===== src/rtl/ups_pkg.sv =====
package ups_pkg;

    localparam int PHASES    = 4;   // interpolation factor of the filter stage
    localparam int TAPS      = 3;   // taps per polyphase branch
    localparam int NCH       = 2;   // left and right
    localparam int COEF_W    = 6;   // signed coefficient width
    localparam int COEF_FRAC = 4;   // coefficients are in sixteenths

    typedef enum logic [1:0] {
        ST_IDLE  = 2'd0,
        ST_PRIME = 2'd1,
        ST_RUN   = 2'd2,
        ST_DRAIN = 2'd3
    } ups_state_t;

    // Symmetric prototype low-pass, 12 taps, every polyphase branch sums to 16.
    function automatic logic signed [COEF_W-1:0] proto_tap(input int idx);
        int m;
        m = (idx < 6) ? idx : 11 - idx;
        case (m)
            0:       proto_tap = -6'sd1;
            1:       proto_tap = -6'sd1;
            2:       proto_tap = 6'sd2;
            3:       proto_tap = 6'sd6;
            4:       proto_tap = 6'sd11;
            5:       proto_tap = 6'sd15;
            default: proto_tap = 6'sd0;
        endcase
    endfunction

    // Coefficient for branch ph applied to the sample tap frames old.
    function automatic logic signed [COEF_W-1:0] poly_coef(input logic [1:0] ph,
                                                           input logic [1:0] tap);
        return proto_tap(int'(ph) + PHASES * int'(tap));
    endfunction

endpackage


===== src/rtl/ups_history.sv =====
module ups_history #(
    parameter int DATA_W = 24,
    parameter int DEPTH  = 3
) (
    input  logic                           clk,
    input  logic                           rst_n,
    input  logic                           load,
    input  logic [DATA_W-1:0]              din,
    output logic [DEPTH-1:0][DATA_W-1:0]   taps
);

    logic [DEPTH:0][DATA_W-1:0] chain;

    assign chain[0] = din;

    for (genvar g = 0; g < DEPTH; g++) begin : g_stage
        always_ff @(posedge clk or negedge rst_n) begin
            if (!rst_n) begin
                chain[g+1] <= '0;
            end else if (load) begin
                chain[g+1] <= chain[g];
            end
        end
    end

    assign taps = chain[DEPTH:1];

endmodule


===== src/rtl/ups_mac.sv =====
module ups_mac #(
    parameter int DATA_W = 24,
    parameter int COEF_W = 6,
    parameter int FRAC_W = 4,
    parameter int NCH    = 2,
    localparam int CH_W  = (NCH > 1) ? $clog2(NCH) : 1,
    localparam int ACC_W = DATA_W + COEF_W + 2
) (
    input  logic                          clk,
    input  logic                          rst_n,
    input  logic                          en,
    input  logic                          clear,
    input  logic [CH_W-1:0]               chan,
    input  logic signed [COEF_W-1:0]      coef,
    input  logic [DATA_W-1:0]             sample,
    output logic [NCH-1:0][DATA_W-1:0]    res
);

    localparam logic signed [ACC_W-1:0] HALF   = ACC_W'(1) <<< (FRAC_W - 1);
    localparam logic signed [ACC_W-1:0] SAT_HI =
        {{(ACC_W-DATA_W+1){1'b0}}, {(DATA_W-1){1'b1}}};
    localparam logic signed [ACC_W-1:0] SAT_LO =
        {{(ACC_W-DATA_W+1){1'b1}}, {(DATA_W-1){1'b0}}};

    logic signed [ACC_W-1:0] c_ext;
    logic signed [ACC_W-1:0] s_ext;
    logic signed [ACC_W-1:0] prod;

    assign c_ext = ACC_W'(coef);
    assign s_ext = ACC_W'($signed(sample));
    assign prod  = c_ext * s_ext;

    for (genvar g = 0; g < NCH; g++) begin : g_chan
        logic signed [ACC_W-1:0] acc_q;
        logic signed [ACC_W-1:0] rnd;
        logic [DATA_W-1:0]       sat_v;

        always_ff @(posedge clk or negedge rst_n) begin
            if (!rst_n) begin
                acc_q <= '0;
            end else if (clear) begin
                acc_q <= '0;
            end else if (en && (chan == CH_W'(g))) begin
                acc_q <= acc_q + prod;
            end
        end

        assign rnd = (acc_q + HALF) >>> FRAC_W;

        always_comb begin
            if (rnd > SAT_HI) begin
                sat_v = SAT_HI[DATA_W-1:0];
            end else if (rnd < SAT_LO) begin
                sat_v = SAT_LO[DATA_W-1:0];
            end else begin
                sat_v = rnd[DATA_W-1:0];
            end
        end

        assign res[g] = sat_v;
    end

endmodule


===== src/rtl/ups_hold.sv =====
module ups_hold #(
    parameter int DATA_W    = 24,
    parameter int NCH       = 2,
    parameter int HOLD_BASE = 32,
    parameter int HOLD_HIGH = 16,
    localparam int CNT_W    = $clog2(HOLD_BASE)
) (
    input  logic                          clk,
    input  logic                          rst_n,
    input  logic                          take_res,
    input  logic                          stash,
    input  logic                          take_stash,
    input  logic                          run,
    input  logic                          short_mode,
    input  logic [NCH-1:0][DATA_W-1:0]    res,
    output logic [NCH-1:0][DATA_W-1:0]    out_val,
    output logic                          last
);

    logic [CNT_W-1:0] cnt_q;
    logic [CNT_W-1:0] limit;
    logic             restart;

    assign restart = take_res | take_stash;
    assign limit   = short_mode ? CNT_W'(HOLD_HIGH - 1) : CNT_W'(HOLD_BASE - 1);
    assign last    = run && (cnt_q == limit);

    always_ff @(posedge clk or negedge rst_n) begin
        if (!rst_n) begin
            cnt_q <= '0;
        end else if (restart) begin
            cnt_q <= '0;
        end else if (run) begin
            cnt_q <= cnt_q + 1'b1;
        end
    end

    for (genvar g = 0; g < NCH; g++) begin : g_chan
        logic [DATA_W-1:0] pend_q;
        logic [DATA_W-1:0] held_q;

        always_ff @(posedge clk or negedge rst_n) begin
            if (!rst_n) begin
                pend_q <= '0;
            end else if (stash) begin
                pend_q <= res[g];
            end
        end

        always_ff @(posedge clk or negedge rst_n) begin
            if (!rst_n) begin
                held_q <= '0;
            end else if (take_res) begin
                held_q <= res[g];
            end else if (take_stash) begin
                held_q <= pend_q;
            end
        end

        assign out_val[g] = held_q;
    end

endmodule


===== src/rtl/ups_ctrl.sv =====
module ups_ctrl
    import ups_pkg::*;
(
    input  logic        clk,
    input  logic        rst_n,
    input  logic        in_valid,
    input  logic        hi_rate,
    input  logic        hold_last,
    output logic        in_ready,
    output logic        out_strobe,
    output logic        hist_load,
    output logic        mac_en,
    output logic        mac_clear,
    output logic        mac_chan,
    output logic [1:0]  mac_tap,
    output logic [1:0]  mac_phase,
    output logic        take_res,
    output logic        stash,
    output logic        take_stash,
    output logic        hold_run,
    output logic        short_mode
);

    localparam logic [2:0] STEP_COMMIT = 3'(2 * TAPS);
    localparam logic [2:0] STEP_DONE   = 3'(2 * TAPS + 1);
    localparam logic [1:0] PH_LAST     = 2'(PHASES - 1);

    ups_state_t state_q, state_n;
    logic [2:0] step_q, step_n;
    logic [1:0] ph_q, ph_n;
    logic       mode_q, mode_n;

    // state register
    always_ff @(posedge clk or negedge rst_n) begin
        if (!rst_n) begin
            state_q <= ST_IDLE;
            step_q  <= '0;
            ph_q    <= '0;
            mode_q  <= 1'b0;
        end else begin
            state_q <= state_n;
            step_q  <= step_n;
            ph_q    <= ph_n;
            mode_q  <= mode_n;
        end
    end

    // transitions
    always_comb begin
        state_n = state_q;
        step_n  = step_q;
        ph_n    = ph_q;
        mode_n  = mode_q;
        unique case (state_q)
            ST_IDLE: begin
                if (in_valid) begin
                    state_n = ST_PRIME;
                    step_n  = '0;
                    ph_n    = '0;
                    mode_n  = hi_rate;
                end
            end
            ST_PRIME: begin
                if (step_q == STEP_COMMIT) begin
                    state_n = ST_RUN;
                    step_n  = '0;
                    ph_n    = 2'd1;
                end else begin
                    step_n = step_q + 3'd1;
                end
            end
            ST_RUN: begin
                if (hold_last) begin
                    step_n = '0;
                    if (ph_q == PH_LAST) begin
                        state_n = ST_DRAIN;
                    end else begin
                        ph_n = ph_q + 2'd1;
                    end
                end else if (step_q != STEP_DONE) begin
                    step_n = step_q + 3'd1;
                end
            end
            ST_DRAIN: begin
                if (hold_last) begin
                    state_n = ST_IDLE;
                end
            end
            default: state_n = ST_IDLE;
        endcase
    end

    // outputs
    always_comb begin
        logic computing;
        computing  = (state_q == ST_PRIME) || (state_q == ST_RUN);
        in_ready   = (state_q == ST_IDLE);
        hist_load  = (state_q == ST_IDLE) && in_valid;
        mac_en     = computing && (step_q < STEP_COMMIT);
        mac_clear  = computing && (step_q == STEP_COMMIT);
        mac_chan   = step_q[0];
        mac_tap    = step_q[2:1];
        mac_phase  = ph_q;
        take_res   = (state_q == ST_PRIME) && (step_q == STEP_COMMIT);
        stash      = (state_q == ST_RUN) && (step_q == STEP_COMMIT);
        take_stash = (state_q == ST_RUN) && hold_last;
        hold_run   = (state_q == ST_RUN) || (state_q == ST_DRAIN);
        out_strobe = hold_run;
        short_mode = mode_q;
    end

endmodule


===== src/rtl/pcm_upsampler.sv =====
module pcm_upsampler
    import ups_pkg::*;
#(
    parameter int DATA_W    = 24,
    parameter int HOLD_BASE = 32,
    parameter int HOLD_HIGH = 16
) (
    input  logic              clk,
    input  logic              rst_n,
    input  logic              in_valid,
    output logic              in_ready,
    input  logic [DATA_W-1:0] in_left,
    input  logic [DATA_W-1:0] in_right,
    input  logic              hi_rate,
    output logic              out_strobe,
    output logic [DATA_W-1:0] out_left,
    output logic [DATA_W-1:0] out_right
);

    localparam int CH_W = 1;

    logic [NCH-1:0][DATA_W-1:0]            in_pair;
    logic [NCH-1:0][TAPS-1:0][DATA_W-1:0]  hist;
    logic [NCH-1:0][DATA_W-1:0]            mac_res;
    logic [NCH-1:0][DATA_W-1:0]            held;

    logic                     hist_load;
    logic                     mac_en;
    logic                     mac_clear;
    logic                     mac_chan;
    logic [1:0]               mac_tap;
    logic [1:0]               mac_phase;
    logic                     take_res;
    logic                     stash;
    logic                     take_stash;
    logic                     hold_run;
    logic                     short_mode;
    logic                     hold_last;
    logic signed [COEF_W-1:0] coef;
    logic [DATA_W-1:0]        sample;

    assign in_pair[0] = in_left;
    assign in_pair[1] = in_right;

    for (genvar g = 0; g < NCH; g++) begin : g_hist
        ups_history #(
            .DATA_W (DATA_W),
            .DEPTH  (TAPS)
        ) u_hist (
            .clk   (clk),
            .rst_n (rst_n),
            .load  (hist_load),
            .din   (in_pair[g]),
            .taps  (hist[g])
        );
    end

    ups_ctrl u_ctrl (
        .clk        (clk),
        .rst_n      (rst_n),
        .in_valid   (in_valid),
        .hi_rate    (hi_rate),
        .hold_last  (hold_last),
        .in_ready   (in_ready),
        .out_strobe (out_strobe),
        .hist_load  (hist_load),
        .mac_en     (mac_en),
        .mac_clear  (mac_clear),
        .mac_chan   (mac_chan),
        .mac_tap    (mac_tap),
        .mac_phase  (mac_phase),
        .take_res   (take_res),
        .stash      (stash),
        .take_stash (take_stash),
        .hold_run   (hold_run),
        .short_mode (short_mode)
    );

    assign coef = poly_coef(mac_phase, mac_tap);

    always_comb begin
        sample = '0;
        for (int c = 0; c < NCH; c++) begin
            for (int t = 0; t < TAPS; t++) begin
                if ((mac_chan == CH_W'(c)) && (mac_tap == 2'(t))) begin
                    sample = hist[c][t];
                end
            end
        end
    end

    ups_mac #(
        .DATA_W (DATA_W),
        .COEF_W (COEF_W),
        .FRAC_W (COEF_FRAC),
        .NCH    (NCH)
    ) u_mac (
        .clk    (clk),
        .rst_n  (rst_n),
        .en     (mac_en),
        .clear  (mac_clear),
        .chan   (mac_chan),
        .coef   (coef),
        .sample (sample),
        .res    (mac_res)
    );

    ups_hold #(
        .DATA_W    (DATA_W),
        .NCH       (NCH),
        .HOLD_BASE (HOLD_BASE),
        .HOLD_HIGH (HOLD_HIGH)
    ) u_hold (
        .clk        (clk),
        .rst_n      (rst_n),
        .take_res   (take_res),
        .stash      (stash),
        .take_stash (take_stash),
        .run        (hold_run),
        .short_mode (short_mode),
        .res        (mac_res),
        .out_val    (held),
        .last       (hold_last)
    );

    assign out_left  = held[0];
    assign out_right = held[1];

endmodule


===== config.mk =====
export PLATFORM = sky130hd
export DESIGN_NAME = pcm_upsampler
export DESIGN_NICKNAME = d
export VERILOG_FILES = /design/src/rtl/ups_pkg.sv /design/src/rtl/ups_history.sv /design/src/rtl/ups_mac.sv /design/src/rtl/ups_hold.sv /design/src/rtl/ups_ctrl.sv /design/src/rtl/pcm_upsampler.sv
export SDC_FILE = /design/constraint.sdc
export NUM_CORES = 1
export LEC_CHECK = 0
export BUFFER_PORTS_ARGS = -buffer_cell sky130_fd_sc_hd__buf_2
export CAP_MARGIN = 5
export CORE_MARGIN = 2
export CORE_UTILIZATION = 38
export DETAILED_ROUTE_END_ITERATION = 10
export GPL_ROUTABILITY_DRIVEN = 1
export HOLD_SLACK_MARGIN = 0.02
export PLACE_DENSITY_LB_ADDON = 0.2
export SETUP_SLACK_MARGIN = 0.05
export SLEW_MARGIN = 20
export SYNTH_ARGS = -nofsm -noshare
export SYNTH_HDL_FRONTEND = slang
export SYNTH_SLANG_ARGS = --single-unit

===== constraint.sdc =====
create_clock -name clk -period 8.9 [get_ports clk]
set_input_delay 2.225 -clock clk [delete_from_list [all_inputs] [get_ports clk]]
set_output_delay 2.225 -clock clk [all_outputs]
set_load 0.005 [all_outputs]

==> results.json, run 1 <==
{
  "core_area_sq_um": 57700,
  "cts_tree": "built",
  "synthFlopType": "dfrtp_1",
  "dieWidth_um": 246,
  "syn_inst": 2225,
  "io_pins": 102,
  "path_max_fanout": 16,
  "slew_violations": 0,
  "timing.rr.end": "u_mac.g_chan[1].acc_q[31]",
  "yosys.area.top_type": "dfrtp_1",
  "die_area_sq_um": 60400,
  "avgViaCountPerCell": 5.27,
  "relSlewSlack_pct": 33.7,
  "synth_most_common_cell": "dfrtp_1",
  "first_pass_iters": 5,
  "clk_pin_slew_ns": 0.06,
  "hold_buffers": 0,
  "syn_area_sq_um": 22200,
  "worstPathArrival_ns": 8.74,
  "rsz0062_at_grt": "false",
  "grt_overflow": 0,
  "drc_errors": 0,
  "min_path_cells": 2,
  "fmax_ghz": 0.121,
  "clock_path_buffers": 3,
  "synth_cell_type_count": 81,
  "ys_seq_area_share_pct": 35.7,
  "wl_mm": 53.4,
  "drv_cap": 0,
  "ir_drop_uv": 122,
  "io_buffers": 101,
  "leakage_nw": 12.9,
  "grt_use_total_pct": 17.9,
  "synth_area_per_cell_sq_um": 9.98,
  "required_ns": 9.35,
  "synth_area_leaders": "dfrtp_1 (36%), mux2_2 (9.8%), fa_1 (9.1%), ha_1 (7.2%), nand2_1 (4.3%)",
  "fin_worst_skew_ns": 0.0217,
  "htreeDepth": 2,
  "tightest_slew_ns": 0.994,
  "fin_crit_sh_pct": 93.1,
  "dp_hpwl_mm": 39.8,
  "n_fill_cell": 5567,
  "clock_latency_ns": 0.57,
  "synth_edf_count": 0,
  "synth.top_cell.area_share_pct": 35.7,
  "grt_max_degree": 149,
  "ys_ff_latch": 317,
  "layout-drive-gt1-share_pct": 20.3,
  "ant_nets": 0,
  "min-delay-start": "u_hold.g_chan[0].pend_q[0]",
  "cts_root_buf": "clkbuf_16",
  "hold_class": "register to register",
  "worst_setup_path_start_kind": "register",
  "worstReg2RegStart": "u_ctrl.step_q[1]",
  "run_status": "finished clean",
  "end_kind": "register",
  "p_per_area_nw_per_um2": 125,
  "setup_tns_ns": 0,
  "wl_per_cell_um": 17.2,
  "yosys_warnings": 0,
  "slowest_stage": "dfrtp_2",
  "synth_common_cells": "dfrtp_1 (317), nand2_1 (254), mux2_2 (194)",
  "postLayoutCoreUtil_pct": 43.4,
  "grt_pass1_vias": 16600,
  "drt_iter0_markers": 830,
  "hold_end": "u_hold.g_chan[0].pend_q[0]",
  "synthArstFlopShare_pct": 100,
  "via_count": 16400,
  "synth_fp_nets": 2506,
  "num_antenna_cells": 0,
  "critPathKind": "register to register",
  "setup_viol": 0,
  "grt_pass1_wl_mm": 87.7,
  "die_h_um": 246,
  "nets": 2595,
  "cpPeakStageDelay_ns": 0.58,
  "syn2layout_area_growth_pct": 12.8,
  "cts_buffers": 40,
  "cts_sinks": 317,
  "reg2reg_slack_ns": 0.61,
  "row_count": 88,
  "antenna_found_initial": 0,
  "rr_worst_depth": 30,
  "initial_core_util_pct": 38.5,
  "gp_congestion": 0.860,
  "post-route-min-period_ns": 8.29,
  "hold_viol_final": 0
}
-- routing by layer --
metal,track usage [%],wire (um),share of wire [%],vias to the layer above
li1,-,-,-,8024
met1,24.2,25200,47,7976
met2,29.6,24900,47,282
met3,2.43,1860,3.5,86
met4,5.33,1360,2.5,0
met5,0,0,0,-
-- final cells by class --
type | instances | area, sq um | area share (%)
multi-input combinational | 1720 | 13500 | 54.1
sequential | 317 | 7940 | 31.7
clock buffer | 53 | 1120 | 4.48
tap | 765 | 957 | 3.82
timing repair buffer | 151 | 945 | 3.77
inverter | 84 | 315 | 1.26
clock inverter | 15 | 225 | 0.899
-- sequential cells by signal, summed over array words and instances (netlist names) --
signal	cells
u_ctrl.step_q	3
u_ctrl.state_q	2
u_ctrl.short_mode	1
u_mac.g_chan.acc_q	64
u_hold.g_chan.held_q	48
u_hold.cnt_q	5
g_hist.u_hist.taps	144
u_hold.g_chan.pend_q	48
u_ctrl.mac_phase	2
-- critical path: cells and delay by family (launching register included) --
| kind | cells | cell delay, ns |
|---|---|---|
| AOI/OAI and AO/OA | 7 | 1.62 |
| xor gates and xnor gates | 1 | 0.30 |
| adders and majority gates | 6 | 2.47 |
| buffers and inverters | 3 | 0.69 |
| DFF | 1 | 0.58 |
| muxes | 1 | 0.23 |
| and+or+nand+nor | 12 | 2.29 |
-- metrics by stage --
stage	total power, mW	hold WS (ns)	instances	area (sq um)	setup slack [ns]
6_report	3.14	0.473	3105	25000	0.612
2_1_floorplan	1.47	0.446	2225	22200	0.621
3_5_place_dp	1.51	0.466	3035	23700	0.282
4_1_cts	3.20	0.479	3103	25000	0.246
5_1_grt	3.26	0.501	3105	25000	0.0526
3_3_place_gp	1.51	0.457	3035	23700	0.470
-- report_power, final --
part           internal (mW)  switching [mW]  leakage [nW]
clock                   1.01           0.649         0.645
sequential              1.44               0          4.39
combinational         0.0102          0.0310          7.90
total                   2.46           0.680          12.9
-- cells by family after synthesis --
family | after synthesis | share of synthesized area (%)
flip-flops | 317 | 35.7
adder cells (fa/ha/maj) | 229 | 16.3
AND/OR/NAND/NOR | 594 | 12.6
multiplexers | 244 | 12.1
buffers and inverters | 188 | 3.41
XOR/XNOR | 125 | 4.97
AO/OA/AOI/OAI | 528 | 14.9
-- repair_timing --
item	in CTS	in global routing
gates resized for setup	0	4
buffers inserted	0	1
hold endpoints to repair	0	0
endpoints found under the setup margin	0	7
-- worst max path at each step --
stage | startpoint | end | slack [ns] | cells after the start
4_1_cts | u_ctrl.step_q[1] | u_mac.g_chan[1].acc_q[31] | 0.25 | 33
3_5_place_dp | u_ctrl.step_q[1] | u_mac.g_chan[1].acc_q[31] | 0.28 | 33
3_3_place_gp | u_ctrl.step_q[1] | u_mac.g_chan[1].acc_q[31] | 0.47 | 33
2_1_floorplan | u_ctrl.step_q[1] | u_mac.g_chan[0].acc_q[31] | 0.62 | 32
5_1_grt | u_ctrl.step_q[1] | u_mac.g_chan[1].acc_q[31] | 0.05 | 30
6_report | u_ctrl.step_q[1] | u_mac.g_chan[1].acc_q[31] | 0.61 | 30
-- layout by cell type (no fill, tap or decap), drive strengths merged, types with 10 or more instances in the layout --
cell / Yosys / layout
a211oi: 21 / 21
a21o: 31 / 31
a21oi: 131 / 131
and2: 15 / 15
and3: 20 / 20
buf: 30 / 151
clkbuf: 74 / 53
dfrtp: 317 / 317
fa: 101 / 101
ha: 128 / 128
inv: 84 / 85
mux2: 194 / 194
mux2i: 50 / 50
nand2: 254 / 254
nand2b: 32 / 32
nand3: 46 / 46
nand4: 23 / 23
nor2: 144 / 144
nor2b: 12 / 12
o211ai: 27 / 27
o21ai: 226 / 226
o21bai: 10 / 10
or2: 10 / 10
xnor2: 72 / 72
xor2: 53 / 53
(Power assumes the default switching activity.)
==> inputs of run 2 (changes only) <==
GPL_TIMING_DRIVEN = 0   (was default)
==> run 2 against run 1 <==
  * Hold slack gained 0.00097 ns
  * Clock skew up 0.012 ns
  * Combinational power up 7.0%
  * Critical endpoint unchanged
  * First-iteration DRC count grew 2.3%
==> results.json, run 2 (synthesis gave the netlist of run 1 again) <==
{
  "grt_max_degree": 100,
  "grt_pass1_vias": 17200,
  "wl_mm": 57.9,
  "post-route-min-period_ns": 8.50,
  "slew_violations": 0,
  "hold_end": "u_hold.g_chan[1].pend_q[17]",
  "core_area_sq_um": 57700,
  "grt_pass1_wl_mm": 93.0,
  "regArea_sq_um": 7930,
  "layout-drive-gt1-share_pct": 20.4,
  "leakage_nw": 13.0,
  "required_ns": 9.36,
  "end_kind": "register",
  "die_h_um": 246,
  "io_pins": 102,
  "rr_worst_depth": 35,
  "rsz0062_at_grt": "true",
  "tightest_slew_ns": 0.847,
  "cts_sinks": 317,
  "fin_crit_sh_pct": 95.5,
  "critPathKind": "register to register",
  "cpPeakStageDelay_ns": 0.54,
  "setup_viol": 0,
  "io_buffers": 101,
  "worstPathArrival_ns": 8.96,
  "multiInputGateArea_sq_um": 13700,
  "dp_hpwl_mm": 44.9,
  "p_per_area_nw_per_um2": 121,
  "grt_use_total_pct": 19.3,
  "num_antenna_cells": 0,
  "run_status": "finished clean",
  "cts_root_buf": "clkbuf_16",
  "nets": 2657,
  "die_area_sq_um": 60400,
  "hold_class": "register to register",
  "clock_path_buffers": 3,
  "largest_register_ff_count": 144,
  "dieWidth_um": 246,
  "htreeDepth": 2,
  "syn2layout_area_growth_pct": 14.2,
  "cts_tree": "built",
  "cts_buffers": 39,
  "path_max_fanout": 10,
  "min_path_cells": 2,
  "cpMostUsedCell": "fa_1",
  "worst_setup_path_start_kind": "register",
  "final_common_cell": "dfrtp_1",
  "reg2reg_slack_ns": 0.40,
  "via_count": 16900,
  "worstReg2RegStart": "u_ctrl.step_q[2]",
  "gp_congestion": 0.908,
  "relSlewSlack_pct": 43.5,
  "first_pass_iters": 5,
  "grt_overflow": 0,
  "row_count": 88,
  "fin_worst_skew_ns": 0.0336,
  "n_fill_cell": 5601,
  "ir_drop_uv": 130,
  "wl_per_cell_um": 18.3,
  "drv_cap": 0,
  "dp_cells": 3094,
  "drt_iter0_markers": 849,
  "clk_pin_slew_ns": 0.06,
  "ant_nets": 0,
  "layout_common_cells": "dfrtp_1 (317), nand2_1 (254), mux2_2 (194)",
  "drc_errors": 0,
  "final_cell_count_no_fill": 3167,
  "fmax_ghz": 0.118,
  "clock_latency_ns": 0.57,
  "timing.rr.end": "u_mac.g_chan[1].acc_q[31]",
  "avgViaCountPerCell": 5.35,
  "antenna_found_initial": 0,
  "slowest_stage": "fa_1",
  "postLayoutCoreUtil_pct": 43.9,
  "finalPower_mw": 3.06,
  "initial_core_util_pct": 38.5,
  "hold_viol_final": 0,
  "min-delay-start": "u_hold.g_chan[1].pend_q[17]"
}
## run 2: changes by cell type in the layout (fill, tap and decap cells not counted), moves of 5 or more
cell,before,now
buf_4,45,12
buf_2,100,117
xnor2_2,0,5
o21ai_0,176,168
buf_6,1,7
xnor2_1,72,67
clkbuf_2,0,6
clkbuf_4,0,7
clkbuf_1,7,69
## run 2: through the flow
stage / setup WS, ns / setup TNS [ns] / area (sq um) / hold WS [ns]
floorplan: 0.621 / 0 / 22200 / 0.446
global placement: -1.65 / -215.21 / 23700 / 0.457
detailed placement: -1.74 / -32.57 / 23800 / 0.466
CTS: 0.0126 / 0 / 25200 / 0.479
global route: -0.0187 / -0.0302 / 25400 / 0.498
finish: 0.402 / 0 / 25400 / 0.474
## run 2: final cells by class
| type | count | area share (%) |
|---|---|---|
| Clock inverter | 15 | 0.716 |
| Tap cell | 765 | 3.78 |
| Inverter | 84 | 1.24 |
| Timing Repair Buffer | 111 | 2.57 |
| Multi-Input combinational cell | 1720 | 54.1 |
| Buffer | 103 | 2.02 |
| Sequential cell | 317 | 31.3 |
| Clock buffer | 52 | 4.24 |
## run 2: what timing repair did
| action | 4_1_cts | 5_1_grt |
|---|---|---|
| hold buffers | 0 | 0 |
| setup buffers | 1 | 6 |
| endpoints found under the setup margin | 38 | 16 |
| pin swaps | 4 | 10 |
| gates resized for setup | 50 | 45 |
## run 2: power by group
group	switching, mW	internal [mW]
logic	0.0320	0.0121
registers	0	1.44
clock network	0.657	0.914
total	0.689	2.37
## run 2: layer usage
metal | track usage (%) | vias up | share of wire [%]
li1 | - | 8170 | -
met1 | 24.9 | 8349 | 45
met2 | 33.1 | 323 | 48
met3 | 2.38 | 101 | 3.4
met4 | 7.42 | 0 | 3.7
met5 | 0 | - | 0
## run 2: worst max path at each step
stage / to / slack (ns) / start / cells after the start
after global placement: u_mac.g_chan[0].acc_q[31] / -1.65 / u_ctrl.step_q[2] / 33
final: u_mac.g_chan[1].acc_q[31] / 0.40 / u_ctrl.step_q[2] / 35
after CTS: u_mac.g_chan[1].acc_q[31] / 0.01 / u_ctrl.step_q[2] / 35
after floorplan: u_mac.g_chan[0].acc_q[31] / 0.62 / u_ctrl.step_q[1] / 32
after detailed placement: u_mac.g_chan[0].acc_q[31] / -1.74 / u_ctrl.step_q[2] / 33
after global routing: u_mac.g_chan[1].acc_q[31] / -0.02 / u_ctrl.step_q[2] / 36
## run 2: critical path: cells and delay by family, from the launching register on
| kind | cells | cell delay, ns |
|---|---|---|
| and+or+nand+nor | 11 | 1.70 |
| buffers and inverters | 7 | 0.92 |
| DFF | 1 | 0.40 |
| AOI/OAI and AO/OA | 10 | 2.20 |
| adders and majority gates | 6 | 2.86 |
| xor gates and xnor gates | 1 | 0.28 |
==> inputs of run 3 (changes only) <==
CORE_MARGIN = default   (was 2)
CORE_UTILIZATION = 57   (was 38)
==> run 3 against run 2 <==
  * Clock power up 3%
  * Clock skew shrank 0.013 ns
  * Sequential share of layout area is 0.42 points higher
  * Count of clock-buffer cells in the layout fell by 6
  * Routed wire length decreased by 4.1%
  * Critical endpoint is now u_mac.g_chan[0].acc_q[31]
  * Hold slack hardly changed
==> results.json, run 3 (synthesis gave the netlist of run 1 again) <==
{
  "grt_max_degree": 101,
  "fmax_ghz": 0.117,
  "die_h_um": 199,
  "nets": 2658,
  "htreeDepth": 2,
  "worstReg2RegStart": "u_ctrl.step_q[0]",
  "slowest_stage": "fa_1",
  "cts_tree": "built",
  "initial_core_util_pct": 58.4,
  "grt_overflow": 0,
  "core_area_sq_um": 38000,
  "place_ws_ns": -1.54,
  "cpMostUsedCell": "fa_1",
  "drt_iter0_markers": 842,
  "layout-drive-gt1-share_pct": 20.2,
  "post-route-min-period_ns": 8.57,
  "min-delay-start": "u_hold.g_chan[1].pend_q[17]",
  "p_per_area_nw_per_um2": 124,
  "dpl_cell_area_sq_um": 23400,
  "dp_hpwl_mm": 43.0,
  "multiInputGateArea_sq_um": 13700,
  "path_max_fanout": 10,
  "row_count": 71,
  "grt_pass1_vias": 17200,
  "rsz0062_at_grt": "false",
  "crit_family": "adder cells",
  "ant_nets": 0,
  "drv_cap": 0,
  "hold_class": "register to register",
  "syn2layout_area_growth_pct": 12.7,
  "wl_per_cell_um": 19.1,
  "slew_violations": 0,
  "worst_setup_path_start_kind": "register",
  "fin_worst_skew_ns": 0.0210,
  "timing.rr.end": "u_mac.g_chan[0].acc_q[31]",
  "grt_use_total_pct": 28.9,
  "first_pass_iters": 5,
  "min_path_cells": 2,
  "critPathKind": "register to register",
  "worstPathArrival_ns": 9.02,
  "io_buffers": 101,
  "reg2reg_slack_ns": 0.33,
  "leakage_nw": 13.0,
  "tightest_slew_ns": 0.943,
  "hold_end": "u_hold.g_chan[1].pend_q[17]",
  "antenna_found_initial": 0,
  "required_ns": 9.35,
  "largest_register_ff_count": 144,
  "final_area_sq_um": 25000,
  "relSlewSlack_pct": 36.5,
  "io_pins": 102,
  "cpPeakStageDelay_ns": 0.54,
  "wl_mm": 55.6,
  "timing.final.ws_setup_ns": 0.329,
  "regArea_sq_um": 7930,
  "avgViaCountPerCell": 5.91,
  "clock_path_buffers": 3,
  "ir_drop_uv": 171,
  "run_status": "finished clean",
  "end_kind": "register",
  "fin_crit_sh_pct": 96.3,
  "layout_common_cells": "dfrtp_1 (317), nand2_1 (254), mux2_2 (194)",
  "drc_errors": 0,
  "die_area_sq_um": 39700,
  "dieWidth_um": 199,
  "hold_slack_ns": 0.473,
  "clock_latency_ns": 0.56,
  "cp.buffers_inverters": 7,
  "cts_sinks": 317,
  "num_antenna_cells": 0,
  "setup_tns_ns": 0,
  "cts_root_buf": "clkbuf_16",
  "gp_congestion": 0.943,
  "grt_pass1_wl_mm": 89.0,
  "hold_buffers": 0,
  "via_count": 17200,
  "final_common_cell": "dfrtp_1",
  "cts_buffers": 36,
  "hold_viol_final": 0,
  "n_fill_cell": 3064,
  "rr_worst_depth": 31,
  "setup_viol": 0,
  "clk_pin_slew_ns": 0.06
}
[run 3: cell types whose count changed in the layout (fill, tap and decap cells not counted), sizes merged]
| cell | before | now |
|---|---|---|
| clkinvlp | 2 | 0 |
| buf | 140 | 146 |
| clkbuf | 126 | 118 |
| clkinv | 9 | 10 |
| bufinv | 2 | 6 |
| inv | 86 | 84 |
[run 3: what timing repair did]
action / in CTS / in global routing
setup buffers: 5 / 5
hold endpoints to repair: 0 / 0
resized for setup: 50 / 34
pin swaps: 4 / 7
setup endpoints to repair: 32 / 18
[run 3: report_power, final]
group / switching [mW] / internal [mW]
registers: 0 / 1.44
logic: 0.0310 / 0.0121
clock network: 0.618 / 0.987
total: 0.650 / 2.44
[run 3: worst reg2reg max path: cells and delay by family, from the launching register on]
family / cells / cell delay [ns]
AO/OA/AOI/OAI: 11 / 2.44
adder cells (fa/ha/maj): 6 / 2.90
buffers and inverters: 7 / 1.17
flip-flops: 1 / 0.35
AND/OR/NAND/NOR: 6 / 1.40
XOR/XNOR: 1 / 0.19
[run 3: how the worst max path moves through the flow]
stage                     startpoint  cells after the start                        end
floorplan           u_ctrl.step_q[1]                     32  u_mac.g_chan[0].acc_q[31]
global placement    u_ctrl.step_q[1]                     33  u_mac.g_chan[1].acc_q[31]
detailed placement  u_ctrl.step_q[2]                     34  u_mac.g_chan[1].acc_q[31]
CTS                 u_ctrl.step_q[2]                     33  u_mac.g_chan[0].acc_q[31]
global route        u_ctrl.step_q[0]                     31  u_mac.g_chan[0].acc_q[31]
finish              u_ctrl.step_q[0]                     31  u_mac.g_chan[0].acc_q[31]
[run 3: metal layers]
metal,vias to the layer above,global-route usage [%],part of all wire (%)
met5,-,0,0
met2,466,51.0,50
met4,0,14.1,4.8
met3,125,3.38,4.2
met1,8449,34.9,41
li1,8173,-,-
[run 3: final cells by class]
cell class / instances / area share, %
sequential: 317 / 31.7
clock inverter: 16 / 1.01
timing repair buffer: 114 / 2.69
clock buffer: 46 / 4.08
multi-input combinational: 1720 / 54.6
tap: 511 / 2.56
inverter: 84 / 1.26
buffer: 104 / 2.11
[run 3: stage by stage]
| step | cells | utilization [%] | power (mW) |
|---|---|---|---|
| 4_1_cts | 2907 | 65.5 | 3.12 |
| 6_report | 2912 | 65.8 | 3.09 |
| 3_3_place_gp | 2837 | 61.4 | 1.51 |
| 3_5_place_dp | 2840 | 61.6 | 1.51 |
| 5_1_grt | 2912 | 65.8 | 3.17 |
| 2_1_floorplan | 2225 | - | 1.47 |
